## src/rtl/ata_tf_pkg.sv

```systemverilog
package ata_tf_pkg;

    typedef logic [7:0] byte_t;

    // command-block offsets
    localparam logic [2:0] OFS_ERRFEAT = 3'd1;
    localparam logic [2:0] OFS_SCNT    = 3'd2;
    localparam logic [2:0] OFS_SNUM    = 3'd3;
    localparam logic [2:0] OFS_CYLLO   = 3'd4;
    localparam logic [2:0] OFS_CYLHI   = 3'd5;
    localparam logic [2:0] OFS_DEVHEAD = 3'd6;
    localparam logic [2:0] OFS_CMDSTAT = 3'd7;
    // control-block offsets
    localparam logic [2:0] OFS_DEVCTL  = 3'd6;
    localparam logic [2:0] OFS_DRVADDR = 3'd7;

    // bit positions
    localparam int ST_BSY   = 7;
    localparam int ST_DRDY  = 6;
    localparam int ST_DF    = 5;
    localparam int ST_DRQ   = 3;
    localparam int ST_ERR   = 0;
    localparam int ER_ABRT  = 2;
    localparam int CTL_SRST = 2;
    localparam int CTL_NIEN = 1;
    localparam int DH_SEL   = 4;

    localparam byte_t CMD_PACKET = 8'hA0;
    localparam byte_t CMD_IDPKT  = 8'hA1;

    localparam byte_t ST_AT_SRST  = 8'h90;
    localparam byte_t ST_ABORTED  = 8'h41;
    localparam byte_t ST_IDPKT    = 8'h58;
    localparam byte_t ER_DIAG_OK  = 8'h01;
    localparam byte_t ER_ABORTED  = 8'h04;
    localparam byte_t DH_FIXED    = 8'hA0;

    typedef struct packed {
        byte_t scnt;
        byte_t snum;
        byte_t cyl_lo;
        byte_t cyl_hi;
    } addr_regs_t;

    typedef struct packed {
        logic scnt;
        logic snum;
        logic cyl_lo;
        logic cyl_hi;
    } addr_wr_t;

    function automatic byte_t fix_devhead(byte_t v);
        return v | DH_FIXED;
    endfunction

endpackage

```

## src/rtl/atf_addr_bank.sv

```systemverilog
module atf_addr_bank
    import ata_tf_pkg::*;
#(
    parameter logic [15:0] SIG_CYL = 16'hEB14
) (
    input  logic       clk,
    input  logic       rst,
    input  addr_wr_t   wr,
    input  byte_t      wdata,
    input  logic       scnt_one,
    input  logic       sig_load,
    input  logic       is_packet,
    output addr_regs_t regs
);
    always_ff @(posedge clk) begin
        if (rst) begin
            regs <= '{scnt: 8'd1, snum: 8'd1, cyl_lo: 8'd0, cyl_hi: 8'd0};
        end else if (sig_load) begin
            regs.scnt   <= 8'd1;
            regs.snum   <= 8'd1;
            regs.cyl_lo <= is_packet ? SIG_CYL[7:0]  : 8'd0;
            regs.cyl_hi <= is_packet ? SIG_CYL[15:8] : 8'd0;
        end else begin
            if (wr.scnt)   regs.scnt   <= wdata;
            if (wr.snum)   regs.snum   <= wdata;
            if (wr.cyl_lo) regs.cyl_lo <= wdata;
            if (wr.cyl_hi) regs.cyl_hi <= wdata;
            if (scnt_one)  regs.scnt   <= 8'd1;
        end
    end
endmodule

```

## src/rtl/atf_rd_mux.sv

```systemverilog
module atf_rd_mux
    import ata_tf_pkg::*;
(
    input  logic       cs_ctrl,
    input  logic [2:0] addr,
    input  logic       sel_present,
    input  byte_t      status,
    input  byte_t      error,
    input  byte_t      devhead,
    input  addr_regs_t sel_regs,
    output byte_t      rdata
);
    always_comb begin
        rdata = 8'h00;
        if (cs_ctrl) begin
            if (addr == OFS_DRVADDR)     rdata = 8'hFF;
            else if (addr == OFS_DEVCTL) rdata = status;
        end else if (!sel_present) begin
            if (addr == OFS_DEVHEAD) rdata = DH_FIXED;
        end else begin
            unique case (addr)
                OFS_ERRFEAT: rdata = error;
                OFS_SCNT:    rdata = sel_regs.scnt;
                OFS_SNUM:    rdata = sel_regs.snum;
                OFS_CYLLO:   rdata = sel_regs.cyl_lo;
                OFS_CYLHI:   rdata = sel_regs.cyl_hi;
                OFS_DEVHEAD: rdata = devhead;
                OFS_CMDSTAT: rdata = status;
                default:     rdata = 8'h00;
            endcase
        end
    end
endmodule

```

## src/rtl/ata_taskfile_ctrl.sv

```systemverilog
module ata_taskfile_ctrl
    import ata_tf_pkg::*;
#(
    parameter int          PKT_BYTES = 12,
    parameter logic [15:0] SIG_CYL   = 16'hEB14,
    localparam int         CNT_W     = $clog2(PKT_BYTES + 1)
) (
    input  logic             clk,
    input  logic             rst,
    input  logic             cs_ctrl,
    input  logic [2:0]       addr,
    input  logic             wr_en,
    input  logic             rd_en,
    input  logic [7:0]       wdata,
    input  logic [1:0]       slot_present,
    input  logic [1:0]       slot_packet,
    output logic [7:0]       rdata,
    output logic             irq,
    output logic [CNT_W-1:0] pkt_bytes
);
    localparam int NSLOT = 2;

    byte_t status_q, error_q, devhead_q, feat_q, cmd_q, ctrl_q;
    logic  irq_pend_q, pkt_arm_q;
    addr_regs_t bank [NSLOT];

    logic sel, cmd_wr, ctl_wr, srst_rise, srst_fall;
    logic cmd_go, pkt_ok, id_go, abort_go, stat_rd;

    assign sel       = devhead_q[DH_SEL];
    assign cmd_wr    = wr_en && !cs_ctrl;
    assign ctl_wr    = wr_en && cs_ctrl && (addr == OFS_DEVCTL);
    assign srst_rise = ctl_wr &&  wdata[CTL_SRST] && !ctrl_q[CTL_SRST];
    assign srst_fall = ctl_wr && !wdata[CTL_SRST] &&  ctrl_q[CTL_SRST];
    assign cmd_go    = cmd_wr && (addr == OFS_CMDSTAT);
    assign pkt_ok    = cmd_go && (wdata == CMD_PACKET) && slot_present[sel] && slot_packet[sel];
    assign id_go     = cmd_go && (wdata == CMD_IDPKT);
    assign abort_go  = cmd_go && !pkt_ok && !id_go;
    assign stat_rd   = rd_en && !cs_ctrl && (addr == OFS_CMDSTAT);

    for (genvar g = 0; g < NSLOT; g++) begin : g_slot
        addr_wr_t wr_g;
        logic     hit;
        assign hit          = cmd_wr && (sel == g[0]);
        assign wr_g.scnt    = hit && (addr == OFS_SCNT);
        assign wr_g.snum    = hit && (addr == OFS_SNUM);
        assign wr_g.cyl_lo  = hit && (addr == OFS_CYLLO);
        assign wr_g.cyl_hi  = hit && (addr == OFS_CYLHI);

        atf_addr_bank #(.SIG_CYL(SIG_CYL)) u_bank (
            .clk       (clk),
            .rst       (rst),
            .wr        (wr_g),
            .wdata     (wdata),
            .scnt_one  (pkt_ok && (sel == g[0])),
            .sig_load  (srst_fall),
            .is_packet (slot_present[g] && slot_packet[g]),
            .regs      (bank[g])
        );
    end

    always_ff @(posedge clk) begin
        if (rst) begin
            ctrl_q     <= 8'h08;
            error_q    <= ER_DIAG_OK;
            status_q   <= 8'h00;
            devhead_q  <= 8'h00;
            feat_q     <= 8'h00;
            cmd_q      <= 8'h00;
            irq_pend_q <= 1'b0;
            pkt_arm_q  <= 1'b0;
        end else begin
            if (stat_rd) irq_pend_q <= 1'b0;

            if (ctl_wr) begin
                ctrl_q <= wdata;
                if (srst_rise) ctrl_q[CTL_NIEN] <= 1'b0;
            end

            if (srst_rise) begin
                status_q   <= ST_AT_SRST;
                error_q    <= ER_DIAG_OK;
                cmd_q      <= 8'h00;
                irq_pend_q <= 1'b0;
                pkt_arm_q  <= 1'b0;
            end else if (srst_fall) begin
                status_q[ST_BSY]  <= 1'b0;
                status_q[ST_DRDY] <= 1'b1;
                devhead_q[3:0]    <= 4'h0;
            end

            if (cmd_wr && addr == OFS_ERRFEAT) feat_q <= wdata;

            if (cmd_wr && addr == OFS_DEVHEAD) begin
                devhead_q <= fix_devhead(wdata);
                if (!slot_present[wdata[DH_SEL]]) begin
                    error_q[ER_ABRT] <= 1'b1;
                    status_q[ST_ERR] <= 1'b1;
                end
            end

            if (cmd_go) begin
                cmd_q <= wdata;
                if (pkt_ok) begin
                    status_q[ST_BSY] <= 1'b0;
                    status_q[ST_DF]  <= 1'b0;
                    status_q[ST_ERR] <= 1'b0;
                    status_q[ST_DRQ] <= 1'b1;
                    pkt_arm_q        <= 1'b1;
                end else if (id_go) begin
                    error_q    <= 8'h00;
                    status_q   <= ST_IDPKT;
                    irq_pend_q <= 1'b1;
                    pkt_arm_q  <= 1'b0;
                end else if (abort_go) begin
                    status_q   <= ST_ABORTED;
                    error_q    <= ER_ABORTED;
                    irq_pend_q <= 1'b1;
                    pkt_arm_q  <= 1'b0;
                end
            end
        end
    end

    atf_rd_mux u_rd (
        .cs_ctrl     (cs_ctrl),
        .addr        (addr),
        .sel_present (slot_present[sel]),
        .status      (status_q),
        .error       (error_q),
        .devhead     (devhead_q),
        .sel_regs    (bank[sel]),
        .rdata       (rdata)
    );

    assign irq       = irq_pend_q && !ctrl_q[CTL_NIEN];
    assign pkt_bytes = pkt_arm_q ? CNT_W'(PKT_BYTES) : '0;

endmodule

```

## config.mk

```make
export PLATFORM = sky130hd
export DESIGN_NAME = ata_taskfile_ctrl
export DESIGN_NICKNAME = d
export VERILOG_FILES = /design/src/rtl/ata_tf_pkg.sv /design/src/rtl/atf_addr_bank.sv /design/src/rtl/atf_rd_mux.sv /design/src/rtl/ata_taskfile_ctrl.sv
export SDC_FILE = /design/constraint.sdc
export NUM_CORES = 1
export LEC_CHECK = 0
export BUFFER_PORTS_ARGS = -buffer_cell sky130_fd_sc_hd__clkbuf_2
export CORE_MARGIN = 3
export CORE_UTILIZATION = 53
export DETAILED_ROUTE_END_ITERATION = 16
export PLACE_DENSITY_LB_ADDON = 0.2
export SLEW_MARGIN = 10
export SYNTH_ARGS = -nofsm -noshare
export SYNTH_HDL_FRONTEND = slang
export SYNTH_HIERARCHICAL = 1
export SYNTH_SLANG_ARGS = --single-unit
```

## constraint.sdc

```tcl
create_clock -name clk -period 2.9 [get_ports clk]
set_clock_uncertainty 0.15 [all_clocks]
set_input_delay 0.29 -clock clk [delete_from_list [all_inputs] [get_ports clk]]
set_output_delay 0.29 -clock clk [all_outputs]
set_load 0.005 [all_outputs]
```

# ---- Word level (Yosys, flattened, before mapping)
# Index checks and enable logic that the tools add are counted.
dict set report word_totals {
  reg_bits 93
  output_inout_bits 13
  word_cells 140
}
dict set report op_classes {
  order_cmp 3
  eq_ne 10
  mux 63
  bitwise_logic 2
  n_reduce_logical 47
}
# op count
set op_table {}
lappend op_table {{8-bit 2-to-1 mux} 19}
lappend op_table {{32-bit 2-to-1 mux} 3}
lappend op_table {{8-bit one-hot mux with 7 select lines} 1}
lappend op_table {{1-bit logical AND} 32}
lappend op_table {{16-bit 2-to-1 mux} 2}
lappend op_table {{1-bit 2-to-1 mux} 28}
lappend op_table {{8-bit == test, second input constant} 2}
lappend op_table {{4-bit 2-to-1 mux} 4}
lappend op_table {{3-bit == test, second input constant} 4}
lappend op_table {{5-bit 2-to-1 mux} 2}
lappend op_table {{2-bit nonzero test} 5}
lappend op_table {{3-bit by 2-bit == test with 1-bit output, second input constant} 2}
lappend op_table {{1-bit zero test} 6}
lappend op_table {{2-bit 2-to-1 mux} 3}
lappend op_table {{6-bit 2-to-1 mux} 1}
lappend op_table {{3-bit OR reduction} 2}
lappend op_table {{1-bit by 2-bit < comparator with 1-bit output, second input constant} 2}
lappend op_table {{3-bit by 1-bit == test with 1-bit output, second input constant} 1}
lappend op_table {{2-bit >= comparator, second input constant} 1}
lappend op_table {{2-bit by 1-bit inequality test with 1-bit output, second input constant} 1}
lappend op_table {{1-bit inverter with 2-bit output} 1}
lappend op_table {{2-bit AND reduction} 1}
lappend op_table {{2-bit OR reduction} 1}
lappend op_table {{1-bit inverter} 1}

# ---- Depth between registers and ports, before layout
dict set report depth {
  ltp_word 13
  mapped_depth 9
  depth_no_buf 6
}

# ---- Cells and area by module
# The synthesis kept the hierarchy.
# mod instances cells_per_inst area_each_um2
set by_module_without_submodules {}
lappend by_module_without_submodules {atf_addr_bank 2 109 1188.6}
lappend by_module_without_submodules {ata_taskfile_ctrl 1 186 1627.8}
lappend by_module_without_submodules {atf_rd_mux 1 94 656.9}

# ---- Worst setup path before layout
# OpenSTA, ideal clock, no wires.
dict set report synth_timing {
  path_kind {reg2out}
  from {register devhead_q[4]}
  to {output rdata[6]}
  arrival_ns 1.907
  t_required_ns 2.460
  path_slack_ns 0.553
  stages_incl_launch_ff 8
  path_cell_list {dfxtp_1 buf_2 buf_1 mux2_2 mux2i_1 o21ai_0 a2111oi_0 o22ai_1}
}
dict set report synth_between {
  elab_chain_cells 7
  elab_cells_between_ends 9
  classes_between {mux (8); bitwise (1)}
}
# item line_no
set synth_rtl {}
lappend synth_rtl {{start: declaration} ata_taskfile_ctrl.sv:23} ;# byte_t status_q, error_q, devhead_q, feat_q, cmd_q, ctrl_q;
lappend synth_rtl {{start signal: assignment} ata_taskfile_ctrl.sv:95} ;# devhead_q <= fix_devhead(wdata);
lappend synth_rtl {{1-bit inverter with 2-bit output (implied by the code)} ata_taskfile_ctrl.sv:132} ;# .sel_regs (bank[sel]),
lappend synth_rtl {{32-bit 2-to-1 mux (implied by the code) (3 in a row)} ata_taskfile_ctrl.sv:132}
lappend synth_rtl {{8-bit one-hot mux with 7 select lines} atf_rd_mux.sv:21} ;# unique case (addr)
lappend synth_rtl {{8-bit 2-to-1 mux (*)} atf_rd_mux.sv:18} ;# end else if (!sel_present) begin
lappend synth_rtl {{8-bit 2-to-1 mux (*)} atf_rd_mux.sv:15} ;# if (cs_ctrl) begin
lappend synth_rtl {{end: declaration} ata_taskfile_ctrl.sv:17} ;# output logic [7:0] rdata,
# Every way passes the cells marked *; elsewhere a longest branch is shown, timed or not. The select of a mux whose other input is x is not followed.

# ---- Worst setup path after layout
dict set report layout_timing {
  from {register devhead_q[4]}
  to {output rdata[3]}
}
# Same word-level chain as after synthesis.

==> impl_metrics.env <==
export IMPL_status="finished, final reports clean"
export IMPL_drt_pass1_iter_count=5
export IMPL_antenna_found_initial=0
export IMPL_timing_final_ws_setup_ns=0.172
export IMPL_synthCells=498
export IMPL_n_fill_cell=725
export IMPL_worstSkewPairLatency_ns=0.36
export IMPL_cap_viol_max_count=0
export IMPL_vias_per_cell=6.11
export IMPL_worst_setup_path_start_kind="flip-flop"
export IMPL_clock_path_buffers=2
export IMPL_postCtsHoldBufs=0
export IMPL_dpl_hpwl_um=9940
export IMPL_layout_common_cells="dfxtp_1 (91), mux2i_1 (77), nor2_1 (73)"
export IMPL_cp_end_kind="primary output"
export IMPL_max_freq_ghz=0.367
export IMPL_cp_required_ns=2.46
export IMPL_postCtsSetupRepairBufs=0
export IMPL_die_y_um=99.8
export IMPL_cts_made_buffers=9
export IMPL_clkTransAtPathRegs_ns=0.09
export IMPL_synth_ff_type="dfxtp_1"
export IMPL_core_um2=8380
export IMPL_drtIter0Drc=337
export IMPL_layout_commonest_cell="dfxtp_1"
export IMPL_utilization=0.626
export IMPL_ys_seq_elements=91
export IMPL_final_hold_violation_count=0
export IMPL_fin_cells=646
export IMPL_drv_slew=0
export IMPL_layout_drive_gt1_share=0.250
export IMPL_avgSynthCellArea_um2=9.36
export IMPL_die_w_um=99.8
export IMPL_route_vias_total=3949
export IMPL_swShare=0.253
export IMPL_drc=0
export IMPL_rsz0062_at_grt="false"
export IMPL_h_tree_depth=3
export IMPL_fin_area_um2=5250
export IMPL_cts_resized=0
export IMPL_pin_count=33
export IMPL_period_minus_slack_ns=2.73
export IMPL_dieArea_um2=9960
export IMPL_initial_utilization=0.556
export IMPL_clock_tree_root_cell="clkbuf_8"
export IMPL_holdWs_ns=0.166
export IMPL_place_area_um2=5030
export IMPL_area_growth_pct=12.5
export IMPL_synth_warning_count=6
export IMPL_switchingPower_uw=605
export IMPL_grt_max_degree=23
export IMPL_setup_tns_ns=0
export IMPL_synth_edf_count=0
export IMPL_netlist_area_um2=4660
export IMPL_wirelength_um=13500
export IMPL_timing_worst_slew_pin_value_ns=0.698
export IMPL_leakagePower_nw=1.95
export IMPL_track_usage=0.276
export IMPL_globalplace_congestion=1.06
export IMPL_power_mw=2.39
export IMPL_p_int_mw=1.79
export IMPL_cp_data_arrival_time_ns=2.29
export IMPL_setup_viol=0
export IMPL_first_global_vias=3822
export IMPL_cts_num_sinks=91
export IMPL_peakVddDrop_mv=0.212
export IMPL_n_antenna_cell=0
export IMPL_yosysSeqAreaShare=0.391
export IMPL_io_buffers=30
export IMPL_globalRouteOverflowTotal=0
export IMPL_final_nets=556
export IMPL_ys_types=51
export IMPL_tritoncts="built"
export IMPL_drtAntennaViolNets=0
export IMPL_async_reset_ff_frac=0
export IMPL_seqPwrFrac=0.528
export IMPL_p_per_area_nw_per_um2=456
export IMPL_dp_slack_ns=0.420
export IMPL_post_route_period_util=0.941
export IMPL_power_share_clock=0.375
export IMPL_crit_type="flip-flop to primary output"
export IMPL_cp_max_fo=11
export IMPL_grt_first_pass_wirelength_um=21100
export IMPL_placed_cells=630
export IMPL_hold_path_class="input port to flip-flop"
export IMPL_slew_headroom=0.534
export IMPL_power_frac_comb=0.096
export IMPL_wl_per_cell_um=20.9
export IMPL_num_rows=33
## worst max-delay path, stage by stage, from the launching register on
cell and delay [ns]:
dfxtp_1 0.43, buf_4 0.25, mux2_2 0.38, mux4_2 0.45, a21oi_1 0.15, o22ai_1 0.10, clkbuf_2 0.15
## path summary, 6_finish.rpt
| kind | depth (start not counted) | to | slack [ns] | start |
|---|---|---|---|---|
| worst max-delay path | 6 | rdata[3] | 0.17 | devhead_q[4] |
| worst min-delay path | 3 | ctrl_q[2] | 0.17 | wdata[2] |
| worst max register to register | 7 | g_slot[1].u_bank/regs[24] | 0.63 | devhead_q[4] |
| worst min register to register | 2 | ctrl_q[1] | 0.32 | ctrl_q[1] |
## registers in the layout, summed over array words and instances (netlist names)
register	count
ctrl_q	2
devhead_q	7
error_q	8
g_slot.u_bank/regs	64
irq_pend_q	1
pkt_arm_q	1
status_q	8
## cell families (layout without fill, tap and decap cells)
kind of cell / count (synthesis) / in the layout / share of synthesized area
other: 1 / 2 / 0.000804
multiplexers: 113 / 113 / 0.260
buffers and inverters: 54 / 96 / 0.0604
AO/OA/AOI/OAI: 71 / 71 / 0.107
AND/OR/NAND/NOR: 168 / 168 / 0.182
flip-flops: 91 / 91 / 0.391
## synthesized netlist by cell type (2+ instances only)
cell	count	area (um2)
nor3_1	2	10.0
nand3b_1	3	22.5
a211o_2	2	20.0
mux2_2	33	372
mux4_2	3	67.6
or4_1	2	15.0
mux2i_1	77	771
and3_1	4	25.0
or4_4	2	22.5
buf_6	5	56.3
nor2b_1	8	50.1
o21ai_0	6	30.0
or2_1	2	12.5
o22ai_1	8	50.1
nand3_1	15	75.1
and2_1	11	68.8
and4b_1	2	20.0
a21oi_2	2	17.5
a221oi_1	2	17.5
a21oi_1	17	85.1
nand2b_1	5	31.3
a211o_1	4	35.0
inv_1	12	45.0
buf_1	4	15.0
or3_1	2	12.5
buf_4	6	45.0
nor4_1	8	50.1
nor2_1	73	274
dfxtp_1	91	1820
clkbuf_1	12	45.0
nand2_1	21	78.8
nor3b_1	2	15.0
a211oi_1	20	150
buf_2	15	75.1
## final cells by class
cell class / count / area, um2 / share of cell area
inverter: 12 / 45.0 / 0.00859
multi-input combinational: 354 / 2610 / 0.497
clock inverter: 3 / 46.3 / 0.00883
sequential: 91 / 1820 / 0.347
timing repair buffer: 68 / 435 / 0.0830
clock buffer: 13 / 159 / 0.0303
tap: 105 / 131 / 0.0250
## power groups by stage
stage               Combinational, mW  Clock, mW  Sequential (mW)
floorplan                       0.131          0             1.29
global placement                0.221          0             1.29
detailed placement              0.223          0             1.29
CTS                             0.224      0.912             1.26
global route                    0.244      0.958             1.27
finish                          0.230      0.899             1.27
## layer usage
layer | track usage | share of wire | vias to the layer above
li1 | - | - | 1840
met1 | 0.376 | 0.44 | 1919
met2 | 0.443 | 0.47 | 159
met3 | 0.0500 | 0.067 | 31
met4 | 0.0914 | 0.022 | 0
met5 | 0 | 0 | -
No activity file was read; power rests on OpenSTA's default activity.
